==> config.mk <==
export PLATFORM = sky130hd
export DESIGN_NAME = credit_link_tracker
export DESIGN_NICKNAME = d
export VERILOG_FILES = /design/src/rtl/credit_pkg.sv /design/src/rtl/credit_counter.sv /design/src/rtl/credit_return_pipe.sv /design/src/rtl/ds_slot_model.sv /design/src/rtl/credit_link_tracker.sv
export SDC_FILE = /design/constraint.sdc
export NUM_CORES = 1
export LEC_CHECK = 0
export ABC_CLOCK_PERIOD_IN_PS = 6200
export BUFFER_PORTS_ARGS = -buffer_cell sky130_fd_sc_hd__buf_4
export CORE_ASPECT_RATIO = 1.5
export CORE_MARGIN = 10
export CORE_UTILIZATION = 45
export CTS_BUF_LIST = sky130_fd_sc_hd__clkbuf_16
export DETAILED_ROUTE_END_ITERATION = 12
export GPL_TIMING_DRIVEN = 0
export PLACE_DENSITY = 0.7
export SKIP_LAST_GASP = 1
export SYNTH_ARGS = -nofsm -noshare
export SYNTH_HDL_FRONTEND = slang
export SYNTH_SLANG_ARGS = --single-unit
==> constraint.sdc <==
create_clock -name clk_i -period 6.2 [get_ports clk_i]
set_input_delay 0.62 -clock clk_i [delete_from_list [all_inputs] [get_ports clk_i]]
set_output_delay 0.62 -clock clk_i [all_outputs]
set_load 0.01 [all_outputs]
==> src/rtl/credit_pkg.sv <==
package credit_pkg;
  function automatic int unsigned cnt_width(input int unsigned depth);
    return (depth < 1) ? 1 : $clog2(depth + 1);
  endfunction

  function automatic int unsigned idx_width(input int unsigned n);
    return (n < 2) ? 1 : $clog2(n);
  endfunction
endpackage

==> src/rtl/credit_counter.sv <==
module credit_counter #(
  parameter int unsigned DEPTH = 6,
  parameter int unsigned CW    = credit_pkg::cnt_width(DEPTH)
) (
  input  logic          clk_i,
  input  logic          rst_ni,
  input  logic          take_i,
  input  logic          give_i,
  output logic [CW-1:0] cnt_o,
  output logic          avail_o
);
  logic [CW-1:0] cnt_q;

  always_ff @(posedge clk_i or negedge rst_ni) begin
    if (!rst_ni)               cnt_q <= CW'(DEPTH);
    else if (take_i && !give_i) cnt_q <= cnt_q - 1'b1;
    else if (give_i && !take_i) cnt_q <= cnt_q + 1'b1;
  end

  assign cnt_o   = cnt_q;
  assign avail_o = (cnt_q != '0);


  no_underflow_chk: assert property (@(posedge clk_i) disable iff (!rst_ni)
    take_i |-> (cnt_q != '0));

  no_overflow_chk: assert property (@(posedge clk_i) disable iff (!rst_ni)
    (give_i && !take_i) |-> (cnt_q < CW'(DEPTH)));

  take_step_chk: assert property (@(posedge clk_i) disable iff (!rst_ni)
    (take_i && !give_i) |=> (cnt_q == $past(cnt_q) - 1'b1));

  same_cycle_chk: assert property (@(posedge clk_i) disable iff (!rst_ni)
    (take_i && give_i) |=> (cnt_q == $past(cnt_q)));
endmodule

==> src/rtl/credit_return_pipe.sv <==
module credit_return_pipe #(
  parameter int unsigned NUM_VC = 4,
  parameter int unsigned LAT    = 2
) (
  input  logic              clk_i,
  input  logic              rst_ni,
  input  logic [NUM_VC-1:0] pulse_i,
  output logic [NUM_VC-1:0] pulse_o
);
  if (LAT == 0) begin : g_wire
    assign pulse_o = pulse_i;
  end else begin : g_regs
    logic [NUM_VC-1:0] stg_q [LAT];
    for (genvar s = 0; s < LAT; s++) begin : g_stg
      always_ff @(posedge clk_i or negedge rst_ni) begin
        if (!rst_ni) stg_q[s] <= '0;
        else if (s == 0) stg_q[s] <= pulse_i;
        else stg_q[s] <= stg_q[(s == 0) ? 0 : s-1];
      end
    end
    assign pulse_o = stg_q[LAT-1];
  end
endmodule

==> src/rtl/ds_slot_model.sv <==
module ds_slot_model #(
  parameter int unsigned NUM_VC = 4,
  parameter int unsigned DEPTH  = 6,
  parameter int unsigned CW     = credit_pkg::cnt_width(DEPTH)
) (
  input  logic                 clk_i,
  input  logic                 rst_ni,
  input  logic [NUM_VC-1:0]    arrive_i,
  input  logic [NUM_VC-1:0]    drain_i,
  output logic [NUM_VC*CW-1:0] occ_o,
  output logic [NUM_VC-1:0]    freed_o
);
  logic [NUM_VC-1:0] link_q;  // one cycle of link propagation

  always_ff @(posedge clk_i or negedge rst_ni) begin
    if (!rst_ni) link_q <= '0;
    else         link_q <= arrive_i;
  end

  for (genvar v = 0; v < NUM_VC; v++) begin : g_vc
    logic [CW-1:0] occ_q;
    assign freed_o[v] = drain_i[v] && (occ_q != '0);

    always_ff @(posedge clk_i or negedge rst_ni) begin
      if (!rst_ni)                      occ_q <= '0;
      else if (link_q[v] && !freed_o[v]) occ_q <= occ_q + 1'b1;
      else if (freed_o[v] && !link_q[v]) occ_q <= occ_q - 1'b1;
    end
    assign occ_o[v*CW +: CW] = occ_q;


    occ_cap_chk: assert property (@(posedge clk_i) disable iff (!rst_ni)
      (link_q[v] && !freed_o[v]) |-> (occ_q < CW'(DEPTH)));

    empty_drain_chk: assert property (@(posedge clk_i) disable iff (!rst_ni)
      (occ_q == '0 && !link_q[v]) |=> (occ_q == '0));
  end
endmodule

==> src/rtl/credit_link_tracker.sv <==
module credit_link_tracker #(
  parameter int unsigned NUM_VC    = 4,
  parameter int unsigned BUF_DEPTH = 6,
  parameter int unsigned RET_LAT   = 2,
  localparam int unsigned VCW = credit_pkg::idx_width(NUM_VC),
  localparam int unsigned CW  = credit_pkg::cnt_width(BUF_DEPTH)
) (
  input  logic                 clk_i,
  input  logic                 rst_ni,
  input  logic                 send_valid_i,
  input  logic [VCW-1:0]       send_vc_i,
  output logic                 send_fire_o,
  output logic [NUM_VC-1:0]    send_ok_o,
  input  logic [NUM_VC-1:0]    drain_i,
  output logic [NUM_VC*CW-1:0] credit_cnt_o,
  output logic [NUM_VC*CW-1:0] ds_occ_o
);
  logic [NUM_VC-1:0] avail, take, freed, ret;

  always_comb begin
    take = '0;
    for (int v = 0; v < NUM_VC; v++)
      take[v] = send_valid_i && (send_vc_i == VCW'(v)) && avail[v];
  end
  assign send_fire_o = |take;
  assign send_ok_o   = avail;

  for (genvar v = 0; v < NUM_VC; v++) begin : g_cnt
    credit_counter #(.DEPTH(BUF_DEPTH), .CW(CW)) u_cnt (
      .clk_i  (clk_i),
      .rst_ni (rst_ni),
      .take_i (take[v]),
      .give_i (ret[v]),
      .cnt_o  (credit_cnt_o[v*CW +: CW]),
      .avail_o(avail[v])
    );


    credit_conserve_chk: assert property (@(posedge clk_i) disable iff (!rst_ni)
      ({1'b0, credit_cnt_o[v*CW +: CW]} + {1'b0, ds_occ_o[v*CW +: CW]})
        <= (CW+1)'(BUF_DEPTH));
  end

  ds_slot_model #(.NUM_VC(NUM_VC), .DEPTH(BUF_DEPTH), .CW(CW)) u_ds (
    .clk_i   (clk_i),
    .rst_ni  (rst_ni),
    .arrive_i(take),
    .drain_i (drain_i),
    .occ_o   (ds_occ_o),
    .freed_o (freed)
  );

  credit_return_pipe #(.NUM_VC(NUM_VC), .LAT(RET_LAT)) u_ret (
    .clk_i  (clk_i),
    .rst_ni (rst_ni),
    .pulse_i(freed),
    .pulse_o(ret)
  );


  fire_onehot_chk: assert property (@(posedge clk_i) disable iff (!rst_ni)
    $onehot0(take) && (send_fire_o -> send_valid_i));
endmodule

Word-level counts from Yosys, hierarchy flattened:

Cells that the tools add are included.

* add/sub/neg operators: 16
* muxes and demuxes: 16
* equal/unequal tests: 3
* reduce and logical (&&, ||, !) cells: 62

Operator list (number)
* 2-to-1 mux 3 bit: 16
* logical AND 1 bit: 28
* adder 3 x 1 -> 3 bit, second input constant: 8
* nonzero test 3 bit: 8
* subtractor 3 x 1 -> 3 bit, second input constant: 8
* logical NOT 1 bit: 16
* nonzero test 2 bit: 8
* equality test 2 bit, second input constant: 2
* OR reduction 4 bit: 1
* equality test 2 x 1 -> 1 bit, second input constant: 1
* logical NOT 2 bit: 1

* logic and storage cells: 108
* flip-flop bits (word level): 36
* input port bits: 9
* output and inout bits: 29

Depth between registers and ports, before layout:

* depth in word-level cells: 7
* gate-level depth with buffers: 8
* depth with buffers taken out: 8

Modules after synthesis:

A second synthesis with hierarchy kept.

* cells, all modules: 121
* area total of the unflattened synthesis: 1682.9 um2

By module, submodules not included
* ds_slot_model: cells an instance 56, area each 755.7 um2, times used 1, seq. area each 400.4 um2
* credit_counter: cells an instance 12, area each 161.4 um2, times used 4, seq. area each 77.6 um2
* credit_return_pipe: cells an instance 12, area each 230.2 um2, times used 1, seq. area each 200.2 um2
* credit_link_tracker: cells an instance 5, area each 51.3 um2, times used 1, seq. area each 0.0 um2

Worst setup path before layout:

OpenSTA, ideal clock, no wires.

* kind: register -> output
* start point: reg g_cnt[3].u_cnt.cnt_q[0]
* end point: out send_fire_o
* stages on the path, launching flop included: 4
* arrival: 1.551 ns
* data required time: 5.580 ns
* path buffers: 0
* slack: 4.029 ns
* path through: dfrtp_1 -> or3_4 -> and4_4 -> or4_1

* longest elaborated chain between the ends: 3

Ends and longest elaborated chain
* from (decl): line credit_counter.sv:12 `logic [CW-1:0] cnt_q;`
* from (signal assigned): line credit_counter.sv:15 `if (!rst_ni) cnt_q <= CW'(DEPTH);`
* from (signal assigned): line credit_counter.sv:16 `else if (take_i && !give_i) cnt_q <= cnt_q - 1'b1;`
* from (signal assigned): line credit_counter.sv:17 `else if (give_i && !take_i) cnt_q <= cnt_q + 1'b1;`
* nonzero test 3 bit: line credit_counter.sv:21 `assign avail_o = (cnt_q != '0);`
* named net g_cnt[3].u_cnt.avail_o: line credit_counter.sv:10 `output logic avail_o`
* logical AND 1 bit: line credit_link_tracker.sv:23 `take[v] = send_valid_i && (send_vc_i == VCW'(v)) && avail[v];`
* named net g_cnt[3].u_cnt.take_i: line credit_counter.sv:7 `input logic take_i,`
* OR reduction 4 bit: line credit_link_tracker.sv:25 `assign send_fire_o = |take;`
* to (decl): line credit_link_tracker.sv:12 `output logic send_fire_o,`

The timed path passes the listed nets, and every way through them passes these cells.

Worst setup path after layout:

Same ends and word-level chain as after synthesis.

==> impl_metrics.json <==
{
  "status": "complete, no violations",
  "initial_core_util": 0.469,
  "gp_congestion": 0.775,
  "p_leak_nw": 1.08,
  "skew_ps": 6.05,
  "syn_inst": 136,
  "rsz0062_at_grt": "false",
  "grt_pass1_wl_um": 6070,
  "wl_um": 3430,
  "path_cells": "or3_4, and4_4, or4_1, buf_4",
  "cap_violations": 0,
  "clock_latency_ps": 280,
  "vias": 1082,
  "io_pins": 38,
  "drc": 0,
  "synth.avg_cell_area_um2": 12.7,
  "ys_seq_elements": 36,
  "post_cts_buffers": 0,
  "grt_pass1_vias": 1303,
  "final_cell_mix": "41 x buf_4, 28 x dfrtp_1, 24 x inv_1",
  "finalHoldViolations": 0,
  "tns_ps": 0,
  "r2r_setup_slack_ps": 3700,
  "slowest_delay_ps": 510,
  "internal-power_mw": 0.819,
  "r2r-start": "g_cnt[0].u_cnt.cnt_o[1]",
  "p_per_area_nw_per_um2": 560,
  "slew_violations": 0,
  "final_nets": 205,
  "worstPathMaxFanout": 4,
  "synth.top_cell.area_share": 0.406,
  "crit_path_end_kind": "output port",
  "whs_ps": 286,
  "vdd_drop_max_mv": 0.408,
  "relSlewSlack": 0.606,
  "grt_max_degree": 37,
  "num_rows": 27,
  "timing.fmax_mhz": 384,
  "post_drt_wl_per_cell_um": 15.3,
  "clock_path_buffers": 2,
  "worst_pin_slew_ps": 583,
  "cts-resized-gates": 0,
  "ys_seq_area_frac": 0.528,
  "clkPwrFrac": 0.229,
  "arrival_ps": 1980,
  "grt_overflow": 0,
  "drt-initial-drc-count": 41,
  "via_per_inst": 4.83,
  "power.net_switching_mw": 0.428,
  "io_buffers": 37,
  "post-route-period-util": 0.420,
  "nFillCells": 310,
  "cts.sinks": 36,
  "drive_gt1_frac": 0.354,
  "p_total_mw": 1.25,
  "die_w_um": 70.6,
  "dieArea_um2": 6770,
  "synth_top_area_cell": "dfrtp_1",
  "cp-start-kind": "flip-flop",
  "regToRegEndpoint": "g_cnt[0].u_cnt.cnt_o[2]",
  "synth_cell_type_count": 20,
  "synth_area_leaders": "dfrtp_1 41%, dfstp_2 12%, fa_1 9.3%, xor2_1 8.1%, ha_1 5.8%",
  "h-tree-depth": 2,
  "cts_made_buffers": 5,
  "grt_usage": 0.112,
  "place_inst": 216,
  "clk_pin_slew_worst_paths_ps": 60,
  "ant_nets": 0,
  "antenna_found_initial": 0,
  "hp-class": "in2async",
  "clockRootBuffer": "clkbuf_16",
  "required_ps": 5580,
  "final_cells": 224,
  "cts_hold_buf": 0,
  "die_h_um": 95.9,
  "synth_nets": 161,
  "cpMaxStageDelayCell": "or4_1",
  "setup_viol": 0,
  "path_class": "reg2out",
  "cts_tree": "built",
  "combPwrFrac": 0.405,
  "area_growth_pct": 28.9,
  "period_needed_ps": 2600,
  "seq_power_share": 0.366,
  "antenna_cells": 0,
  "worstRegToRegCells": 8,
  "final_common_cell": "buf_4",
  "ys_warn_count": 0,
  "hpwl_um": 2690,
  "design.core.area_um2": 3680,
  "netlist_area_um2": 1730,
  "firstDrtPassIters": 4,
  "swShare": 0.343
}
==> worst max-delay path by stage <==
stage / depth (start not counted) / slack [ps] / startpoint / to
floorplan: 3 / 4030 / g_cnt[3].u_cnt.cnt_o[0] / send_fire_o
global placement: 8 / 3750 / send_vc_i[1] / g_cnt[0].u_cnt.cnt_o[2]
detailed placement: 8 / 3590 / send_vc_i[1] / g_cnt[0].u_cnt.cnt_o[2]
CTS: 4 / 3590 / g_cnt[3].u_cnt.cnt_o[0] / send_fire_o
global route: 8 / 3490 / g_cnt[0].u_cnt.cnt_o[1] / g_cnt[0].u_cnt.cnt_o[2]
finish: 4 / 3600 / g_cnt[3].u_cnt.cnt_o[0] / send_fire_o
==> routing by layer <==
| metal | track usage | part of all wire | wire length [µm] | vias to the layer above |
|---|---|---|---|---|
| met5 | 0 | 0 | 0 | - |
| met4 | 0.0388 | 0.014 | 48 | 0 |
| met3 | 0.0463 | 0.073 | 252 | 5 |
| met2 | 0.194 | 0.52 | 1770 | 34 |
| met1 | 0.123 | 0.40 | 1360 | 535 |
| li1 | - | - | - | 508 |
==> cells in the mapped netlist, drive strengths merged <==
cell and count:
nor4bb 1, o21ai 3, dfstp 8, buf 4, fa 8, nand2 3
or3 4, ha 8, dfrtp 28, or4 1, mux2i 1, and4b 2
o31ai 4, xnor2 8, mux2 4, inv 24, and4 1, xor2 16
nor2 8
==> metrics by stage <==
stage          cell area (µm²)  setup slack (ps)   util
2_1_floorplan             1730              4030      -
3_3_place_gp              2060              3750  0.559
3_5_place_dp              2060              3590  0.559
4_1_cts                   2230              3590  0.604
5_1_grt                   2230              3490  0.604
6_report                  2230              3600  0.604
==> kinds of logic (layout without fill, tap and decap cells) <==
group,after synthesis,in the layout,synth area share
and+or+nand+nor,20,20,0.0725
AOI/OAI and AO/OA,7,7,0.0261
xor gates and xnor gates,24,24,0.122
DFF,36,36,0.528
buffers and inverters,28,73,0.0696
muxes,5,5,0.0319
adders and majority gates,16,16,0.151
==> final cells by class <==
type | count | area, µm² | share of cell area
clock buffers | 5 | 125 | 0.0562
flip-flops and latches | 36 | 911 | 0.409
inverters | 24 | 90.1 | 0.0405
repair buffers | 37 | 278 | 0.125
well taps | 43 | 53.8 | 0.0242
clock inverters | 3 | 42.5 | 0.0191
multi-input cells | 72 | 696 | 0.313
plain buffers | 4 | 30.0 | 0.0135
==> power groups by stage <==
stage	clock [mW]	sequential [mW]	combinational, mW
2_1_floorplan	0	0.482	0.259
3_3_place_gp	0	0.452	0.493
3_5_place_dp	0	0.461	0.520
4_1_cts	0.291	0.459	0.523
5_1_grt	0.302	0.476	0.576
6_report	0.285	0.457	0.505
==> critical path, delay by kind of cell (launching register included) <==
| kind | cells | cell delay, ps |
|---|---|---|
| DFF | 1 | 430 |
| and+or+nand+nor | 3 | 1110 |
| buffers and inverters | 1 | 160 |
==> state kept, by name (all words and copies together), names as in the netlist <==
name,cells
u_ds.g_vc.occ_q,12
u_ret.g_regs.stg_q,4
u_ret.pulse_o,4
u_ds.link_q,4
g_cnt.u_cnt.cnt_o,12
Note: power is estimated with default switching activity, not from simulation.
